File: src/rtl/xio_pkg.sv
package xio_pkg;

    localparam int LOG_AW  = 16;
    localparam int EXT_W   = 4;
    localparam int PAGE_W  = 4;
    localparam int MIRR_W  = 2;
    localparam int NUM_W   = 3;
    localparam int OFS_W   = 4;
    localparam int GUARD_W = LOG_AW - PAGE_W - MIRR_W - NUM_W - OFS_W;
    localparam int NPORT   = 1 << NUM_W;

    localparam logic [PAGE_W-1:0] IO_PAGE = PAGE_W'(4'hE);

    // logical address split into decode fields, most significant first
    typedef struct packed {
        logic [PAGE_W-1:0]  page;
        logic [GUARD_W-1:0] guard;
        logic [MIRR_W-1:0]  mirror;
        logic [NUM_W-1:0]   num;
        logic [OFS_W-1:0]   ofs;
    } laddr_t;

    typedef struct packed {
        logic             hit;
        logic             rd;
        logic [NUM_W-1:0] num;
    } dec_req_t;

    function automatic laddr_t split_addr(input logic [LOG_AW-1:0] a);
        return laddr_t'(a);
    endfunction

    function automatic logic ext_all_high(input logic [EXT_W-1:0] e);
        return &e;
    endfunction

endpackage

File: src/rtl/xio_window.sv
module xio_window
    import xio_pkg::*;
#(
    parameter logic [PAGE_W-1:0] PAGE = IO_PAGE
) (
    input  logic               vma,
    input  logic [EXT_W-1:0]   ext,
    input  logic [PAGE_W-1:0]  page,
    input  logic [GUARD_W-1:0] guard,
    output logic               hit
);

    logic ext_ok;
    logic page_ok;
    logic guard_ok;

    always_comb begin
        ext_ok   = ext_all_high(ext);
        page_ok  = (page == PAGE);
        guard_ok = (guard == '0);
        hit      = vma && ext_ok && page_ok && guard_ok;
    end

endmodule

File: src/rtl/xio_sel.sv
module xio_sel
    import xio_pkg::*;
(
    input  logic             clk,
    input  logic             rst,
    input  logic             vma,
    input  dec_req_t         req,
    output logic [NPORT-1:0] sel
);

    genvar g;
    generate
        for (g = 0; g < NPORT; g++) begin : g_port
            always_ff @(posedge clk) begin
                if (rst) sel[g] <= 1'b0;
                else     sel[g] <= req.hit && (req.num == NUM_W'(g));
            end
        end
    endgenerate

    AST_SEL_ONEHOT: assert property (@(posedge clk) disable iff (rst)
        $onehot0(sel));

    AST_IDLE_NO_SEL: assert property (@(posedge clk) disable iff (rst)
        !vma |=> (sel == '0));

endmodule

File: src/rtl/xio_buf.sv
module xio_buf
    import xio_pkg::*;
(
    input  logic     clk,
    input  logic     rst,
    input  dec_req_t req,
    output logic     en,
    output logic     to_cpu
);

    always_ff @(posedge clk) begin
        if (rst) begin
            en     <= 1'b0;
            to_cpu <= 1'b0;
        end else begin
            en     <= req.hit;
            to_cpu <= req.hit && req.rd;
        end
    end

    AST_DIR_QUIET: assert property (@(posedge clk) disable iff (rst)
        !en |-> !to_cpu);

    AST_WRITE_TOWARD_PERIPH: assert property (@(posedge clk) disable iff (rst)
        (!rst && !req.rd) |=> !to_cpu);

endmodule

File: src/rtl/xio_port_decode.sv
module xio_port_decode
    import xio_pkg::*;
(
    input  logic             clk,
    input  logic             rst,
    input  logic [15:0]      addr_log,
    input  logic [3:0]       addr_ext,
    input  logic             vma,
    input  logic             rd_nwr,
    output logic [7:0]       port_sel,
    output logic [3:0]       reg_ofs,
    output logic             buf_en,
    output logic             buf_to_cpu
);

    laddr_t   la;
    logic     win_hit;
    dec_req_t req;
    logic     mirror_unused;

    always_comb begin
        la            = split_addr(addr_log);
        mirror_unused = ^la.mirror;
        req.hit       = win_hit;
        req.rd        = rd_nwr;
        req.num       = la.num;
    end

    xio_window #(.PAGE(IO_PAGE)) i_window (
        .vma   (vma),
        .ext   (addr_ext),
        .page  (la.page),
        .guard (la.guard),
        .hit   (win_hit)
    );

    xio_sel i_sel (
        .clk (clk),
        .rst (rst),
        .vma (vma),
        .req (req),
        .sel (port_sel)
    );

    xio_buf i_buf (
        .clk    (clk),
        .rst    (rst),
        .req    (req),
        .en     (buf_en),
        .to_cpu (buf_to_cpu)
    );

    always_ff @(posedge clk) begin
        if (rst) reg_ofs <= '0;
        else     reg_ofs <= la.ofs;
    end

    AST_BUF_TRACKS_SEL: assert property (@(posedge clk) disable iff (rst)
        buf_en == (port_sel != '0));

    AST_OFS_FOLLOWS: assert property (@(posedge clk) disable iff (rst)
        !rst |=> (reg_ofs == $past(addr_log[3:0])));

    AST_RESET_CLEAR: assert property (@(posedge clk)
        rst |=> (port_sel == '0 && !buf_en && reg_ofs == '0));

endmodule

File: config.mk
export PLATFORM = sky130hd
export DESIGN_NAME = xio_port_decode
export DESIGN_NICKNAME = d
export VERILOG_FILES = /design/src/rtl/xio_pkg.sv /design/src/rtl/xio_window.sv /design/src/rtl/xio_sel.sv /design/src/rtl/xio_buf.sv /design/src/rtl/xio_port_decode.sv
export SDC_FILE = /design/constraint.sdc
export NUM_CORES = 1
export LEC_CHECK = 0
export BUFFER_PORTS_ARGS = -buffer_cell sky130_fd_sc_hd__buf_2
export CAP_MARGIN = 20
export CORE_AREA = 2 2 39 41
export DETAILED_ROUTE_END_ITERATION = 10
export DIE_AREA = 0 0 41 43
export GPL_TIMING_DRIVEN = 1
export PLACE_DENSITY_LB_ADDON = 0.05
export SETUP_SLACK_MARGIN = 0.2
export SYNTH_ARGS = -nofsm -noshare
export SYNTH_HDL_FRONTEND = slang
export SYNTH_SLANG_ARGS = --single-unit
File: constraint.sdc
create_clock -name clk -period 1.6 [get_ports clk]
set_clock_uncertainty 0.05 [all_clocks]
set_input_delay 0.08 -clock clk [delete_from_list [all_inputs] [get_ports clk]]
set_output_delay 0.08 -clock clk [all_outputs]
set_load 0.05 [all_outputs]
======== Word-level counts from Yosys, hierarchy flattened ========
Cells that the tools add are included.
word-level totals
  register bits ........................... 14
  output and inout bits ................... 14
  logic and storage cells ................. 34
operators by class
  eq/ne operators ......................... 8
  reductions and logical operators ........ 15
operators with widths
  cell                number
  $eq 3x3->1 const B  4
  $logic_and 1x1->1   12
  $eq 3x2->1 const B  2
  $logic_not 3->1     2
  $eq 4x4->1 const B  1
  $reduce_and 4->1    1
  $eq 3x1->1 const B  1

======== Depth between registers and ports, before layout ========
Gate-level depths: netlist (run 1).
  word-level depth ........................ 5
  depth in mapped cells ................... 3

======== Hierarchy ========
From an unflattened synthesis (run 1), not the netlist that was laid out.
second synthesis, totals
  cell total of the unflattened synthesis .. 37
  area total of the unflattened synthesis .. 427.9 um2
modules (own cells, without submodules)
  module           times used  area an instance (um2)  sequential area each (um2)  cells an instance
  xio_sel          1           232.7                   160.2                       21
  xio_port_decode  1           105.1                   80.1                        8
  xio_buf          1           55.1                    40.0                        4
  xio_window       1           35.0                    0.0                         4

======== Worst setup path before layout (run 1) ========
No wires, ideal clock.
  path kind ............................... input -> register
  start ................................... in addr_log[9]
  end ..................................... reg i_buf.to_cpu
  slack ................................... 0.812 ns
  data arrival time ....................... 0.679 ns
  cell stages on the path ................. 3
  cell sequence ........................... and4bb_2 -> and4_4 -> and2_1
between the ends
  cells in the longest elaborated chain, start to end .. 3
ends and longest elaborated chain
  element                 RTL line              source
  start: declaration      xio_port_decode.sv:6  input logic [15:0] addr_log,
  $logic_not 3->1         xio_window.sv:20      guard_ok = (guard == '0);
  $logic_and 1x1->1       xio_window.sv:21      hit = vma && ext_ok && page_ok && guard_ok;
  $logic_and 1x1->1       xio_buf.sv:17         to_cpu <= req.hit && req.rd;
  end signal: assignment  xio_buf.sv:17
  end: declaration        xio_buf.sv:8          output logic to_cpu
No other way between the ends.
A chain may end at the register's enable or synchronous reset.

======== Worst setup path after layout (run 1) ========
  start ................................... in addr_log[5]
  end ..................................... reg i_sel.sel[0]
between the ends
  cells in the longest elaborated chain, start to end .. 2
ends and longest elaborated chain
  element                         RTL line       source
  $logic_not 3->1                 xio_sel.sv:16  else sel[g] <= req.hit && (req.num == NUM_W'(g));
  $logic_and 1x1->1               xio_sel.sv:16
  end signal: indexed assignment  xio_sel.sv:16
  end: declaration                xio_sel.sv:8   output logic [NPORT-1:0] sel
No other way between the ends.

==> impl_metrics.toml, run 1 <==
[outcome]
status = "finished, final reports clean"

[global_routing]
grt_pass1_vias = 345
grt_pass1_wl_microns = 1260
antenna_found_initial = 0
grt_use_total_pct = 10.8
grt_max_degree = 9
grt_remaining_overflow = 0

[pwr]
switching_share_pct = 20.7
share_comb_of_total_power_pct = 12.2
clockPowerShare_pct = 35.3
p_leak_uw = 0.000402
pwr-share-seq_pct = 52.5
internal_power_uw = 535
ir_drop_mv = 0.436
switching_power_uw = 139
p_per_area_nw_per_um2 = 871

[cts]
cts_made_buffers = 3
cts.clk_slew.worst_paths_ps = 80
postCtsSetupBuffers = 0
clockBufferDepth = 2
cts-root-buf = "clkbuf_4"
cts_tree = "yes"
clkSinkCount = 14
ctsHtreeMaxLevel = 1

[synth]
postSynthAreaPerCell_sq_um = 11.7
synth_nets = 63
synth_area_sq_um = 458
ys_ff_latch = 14
seq_area_frac_synth_pct = 61.2
yosysUniqueCellTypes = 14
yosysWarnings = 0
syn_inst = 39

[routing]
drc = 0
vias = 439
ant_nets = 0
vias_per_cell = 4.30
routedWlPerCell_microns = 8.57
drtPass1Iterations = 4
first_iter_violations = 3
wirelength_microns = 874

[hold_path]
hold_path.class = "input pin to flip-flop"
hold_depth = 2

[sta]
timing.fmax_ghz = 0.753
whs_ps = 91.6
maxSlewViolCount = 0
min_period_ps = 1330
relSlewSlack_pct = 83.1
period_share_pct = 83.0
tns_ps = 0
setup_slack_ps = 272
hold_viol_final = 0
rsz0062_at_grt = "false"
finalSetupViolCount = 0
worstMarginPinSlew_ps = 256

[job]
cap_viol_max_count = 0

[die]
initial_core_util_pct = 33.1
num_io_pins = 38
fp.dieArea_sq_um = 1760
dieWidth_microns = 41
die_y_microns = 43
row_count = 14
coreArea_sq_um = 1380

[cells_and_area]
layout.area.seq_sq_um = 280
final_util_pct = 56.0
drive_above_1_share_pct = 55.8
final_nets = 111
diodes = 0
multi_input_area_sq_um = 183
fill_cells = 119
syn_to_final_growth_pct = 69.1

[placed_design]
routabilityCongestion = 0.609
pre_cts_ws_ps = 588
port_buffers = 35

[critical_path]
crit_type = "input pin to flip-flop"
arrival_ps = 1500
cp_max_fo = 5
end_kind = "flip-flop"
required_ps = 1770
setup.worst_path.start_class = "input pin"
what timing repair did:
item | CTS | global route
endpoints found under the setup margin | 0 | 1
gates resized for setup | 0 | 1
endpoints found under the hold margin | 7 | 0
hold buffers | 8 | 0
critical path: stages:
cell and delay [ps]:
dlygate4sd3_1 540, buf_2 150, nor3_2 160, dlygate4sd3_1 560
sequential cells by signal, indices dropped and copies added, names as in the netlist:
signal,count
i_sel.sel,8
i_buf.to_cpu,1
i_buf.en,1
reg_ofs,4
path summary, 6_finish.rpt:
path	slack (ps)	to	startpoint
setup / recovery	270	i_sel.sel[0]$_SDFF_PP0_	addr_log[5]
hold / removal	90	reg_ofs[3]$_SDFF_PP0_	rst
cells by family after synthesis:
group | after synthesis | share of synthesized area [%]
flip-flops | 14 | 61.2
AND/OR/NAND/NOR | 25 | 38.8
power groups by stage:
stage | Combinational (uW) | Sequential, uW | Clock (uW)
5_1_grt | 88.9 | 355 | 264
2_1_floorplan | 16.1 | 382 | 0
3_5_place_dp | 69.1 | 363 | 0
3_3_place_gp | 68.6 | 363 | 0
4_1_cts | 82.0 | 354 | 248
6_report | 82.3 | 354 | 238
per-stage QoR:
stage               instances  power, uW  instance area [sq um]
detailed placement         90        432                    653
global placement           90        431                    653
finish                    102        675                    774
floorplan                  39        398                    458
global route              102        707                    774
CTS                       102        684                    769
cells in the final DEF, fill, tap and decap left out, types with 2 or more instances in the layout:
master	n
buf_2	35
dfxtp_1	14
dlygate4sd3_1	8
nor2_1	6
and2b_2	4
clkbuf_4	3
and4bb_2	2
nand4_1	2
nand2b_1	2
cells in the mapped netlist, drive strengths merged:
| cell | instances | share of area (%) |
|---|---|---|
| nor2 | 6 | 4.9 |
| and4 | 1 | 2.5 |
| dfxtp | 14 | 61 |
| and3b | 1 | 1.9 |
| and2b | 4 | 7.6 |
| and4b | 1 | 2.2 |
| nand2 | 1 | 0.82 |
| and2 | 2 | 3.0 |
| nor3 | 2 | 2.2 |
| nand2b | 2 | 2.7 |
| nand4 | 2 | 2.7 |
| and4bb | 3 | 8.2 |
cell type report:
| cell class | instances | share of cell area (%) |
|---|---|---|
| repair buffers | 43 | 33.0 |
| well taps | 16 | 2.58 |
| flip-flops and latches | 14 | 36.2 |
| multi-input cells | 25 | 23.6 |
| clock buffers | 4 | 4.68 |
routing by layer:
metal | track usage [%] | vias up | share of wire, %
met4 | 8.00 | 0 | 0
met2 | 17.2 | 29 | 50
met1 | 11.1 | 179 | 41
li1 | - | 231 | -
met5 | 0 | - | 0
met3 | 3.14 | 0 | 9.5
Note: power is estimated with default switching activity, not from simulation.
==> run 2, diff against run 1 <==
Settings changed: ABC_AREA set to 1, CORE_AREA 2 2 39 41 to unset, CORE_UTILIZATION set to 32, DIE_AREA 0 0 41 43 to unset.
Clock period 1.6 ns to 1.1 ns, I/O delays scaled along.
==> impl_metrics.toml, run 2 <==
[global_routing]
grt_remaining_overflow = 0
grt_max_degree = 11
antenna_found_initial = 0
grt_use_total_pct = 14.0
grt_pass1_wl_microns = 1440
grt_pass1_vias = 429

[cells_and_area]
fin_cells = 121
largestRegisters = "i_sel.sel x8, reg_ofs x4"
diodes = 0
multi_input_area_sq_um = 136
regMostFlops = "i_sel.sel"
most-common-layout-cells = "buf_2 (21), nor2_1 (16), buf_6 (14)"
drive_above_1_share_pct = 47.2
final_area_sq_um = 881
syn_to_final_growth_pct = 90.8
fill_cells = 118
largest_reg_flops = 8
final_nets = 131
final_common_cell = "buf_2"
layout.area.seq_sq_um = 292

[synth]
synthFlopType = "dfxtp_1"
ys_ff_latch = 14
postSynthAreaPerCell_sq_um = 7.96
synth_area_sq_um = 462
synth_commonest_cells = "nor2_1 (16), dfxtp_1 (14), inv_1 (12)"
synth_top_area_share_pct = 60.7
synth_edf_count = 0
synth_most_common_cell = "nor2_1"
yosysUniqueCellTypes = 7
synth_area_leader_cell = "dfxtp_1"
syn_inst = 58
synth.area.top_cells = "dfxtp_1 (61%), nor2_1 (13%), nand3_1 (9.8%)"
async_flop_share_pct = 0
seq_area_frac_synth_pct = 60.7
synth_nets = 82
yosysWarnings = 0

[die]
initial_core_util_pct = 35.0
die_y_microns = 40.0
fp.dieArea_sq_um = 1600
coreArea_sq_um = 1320
dieWidth_microns = 40.0
row_count = 13
num_io_pins = 38

[sta]
rsz0062_at_grt = "true"
worstMarginPinSlew_ps = 185
min_period_ps = 885
hold_viol_final = 0
period_share_pct = 80.4
finalSetupViolCount = 0
timing.fmax_ghz = 1.13
maxSlewViolCount = 0
tns_ps = 0
relSlewSlack_pct = 87.6

[placed_design]
port_buffers = 35
place_inst = 108
placed_cell_area_sq_um = 656
dp_hpwl_microns = 635
routabilityCongestion = 0.649

[routing]
first_iter_violations = 7
vias_per_cell = 4.17
drtPass1Iterations = 4
vias = 504
wirelength_microns = 1010
ant_nets = 0
drc = 0
routedWlPerCell_microns = 8.33

[cts]
cts_tree = "yes"
postCtsSetupBuffers = 0
clkSinkCount = 14
clockBufferDepth = 2
ctsHtreeMaxLevel = 1
cts_made_buffers = 3
cts.clk_slew.worst_paths_ps = 80
cts-root-buf = "clkbuf_4"

[hold_path]
hold_path_startpoint = "addr_log[6]"
min_to = "i_sel.sel[4]$_SDFF_PP0_"
hold_path.class = "input pin to flip-flop"
hold_depth = 3

[critical_path]
cp_num_cells = 5
required_ps = 1250
crit_family = "buffers and inverters"
path_cells = "dlygate4sd3_1 -> buf_2 -> inv_1 -> nand3_1 -> nor2_1"
crit_type = "input pin to flip-flop"
arrival_ps = 1040
cp_max_fo = 5
cpMaxStageDelayCell = "dlygate4sd3_1"
setup.worst_path.start_class = "input pin"
crit_buf_inv = 3
end_kind = "flip-flop"
slowest_delay_ps = 540

[pwr]
p_leak_uw = 0.000460
ir_drop_mv = 0.705
p_per_area_nw_per_um2 = 1150

[outcome]
status = "finished, final reports clean"

[job]
cap_viol_max_count = 0
run 2: cell count changes after synthesis, moves of 4 or more:
cell,delta
inv_1,+12
and2b_2,-4
nand3_1,+9
nand2_1,+4
nor2_1,+10
run 2: worst max path at each step:
stage / from / end / slack [ps]
floorplan: i_buf.en$_SDFF_PP0_ / buf_en / 410
global placement: rst / i_sel.sel[3]$_SDFF_PP0_ / 300
detailed placement: rst / i_sel.sel[6]$_SDFF_PP0_ / 290
CTS: reg_ofs[2]$_SDFF_PP0_ / reg_ofs[2] / 200
global route: addr_log[5] / i_sel.sel[4]$_SDFF_PP0_ / 180
finish: addr_log[5] / i_sel.sel[5]$_SDFF_PP0_ / 220
run 2: worst min-delay path: cells and delay by family:
family                 cells  cell delay, ps
and+or+nand+nor            2             120
buffers and inverters      1             130
run 2: timing repair:
| item | 4_1_cts | 5_1_grt |
|---|---|---|
| endpoints found under the setup margin | 14 | 14 |
| hold buffers | 6 | 3 |
| hold endpoints to repair | 5 | 1 |
| resized for setup | 15 | 22 |
run 2: report_power, final:
part | internal (uW) | total, uW | switching (uW)
combinational | 72.6 | 141 | 68.2
sequential | 514 | 518 | 3.49
clock | 201 | 356 | 155
run 2: cell families (layout without fill, tap and decap cells):
| group | Yosys count | in the layout | share of synthesized area [%] |
|---|---|---|---|
| buffers and inverters | 12 | 60 | 9.76 |
| flip-flops | 14 | 14 | 60.7 |
| AND/OR/NAND/NOR | 32 | 32 | 29.5 |
run 2: routing by layer:
layer  track usage [%]  wire, microns  up-vias
met2              27.0            553       20
met4              5.17              5        0
li1                  -              -      267
met3              6.67             52        2
met1              12.1            396      215
met5                 0              0        -
run 2: final cells by class:
| class | instances | area share (%) |
|---|---|---|
| Sequential cell | 14 | 33.1 |
| Timing Repair Buffer | 44 | 40.1 |
| Multi-Input combinational cell | 32 | 15.5 |
| Inverter | 12 | 5.11 |
| Tap cell | 15 | 2.13 |
| Clock buffer | 4 | 4.12 |
run 2: metrics by stage:
step	util (%)	power, uW	hold slack (ps)	setup WS (ps)
3_3_place_gp	49.8	632	205	304
2_1_floorplan	-	581	76.2	408
4_1_cts	60.0	1010	4.06	196
5_1_grt	66.9	1070	8.43	181
3_5_place_dp	49.8	633	210	291
6_report	66.9	1010	8.61	215
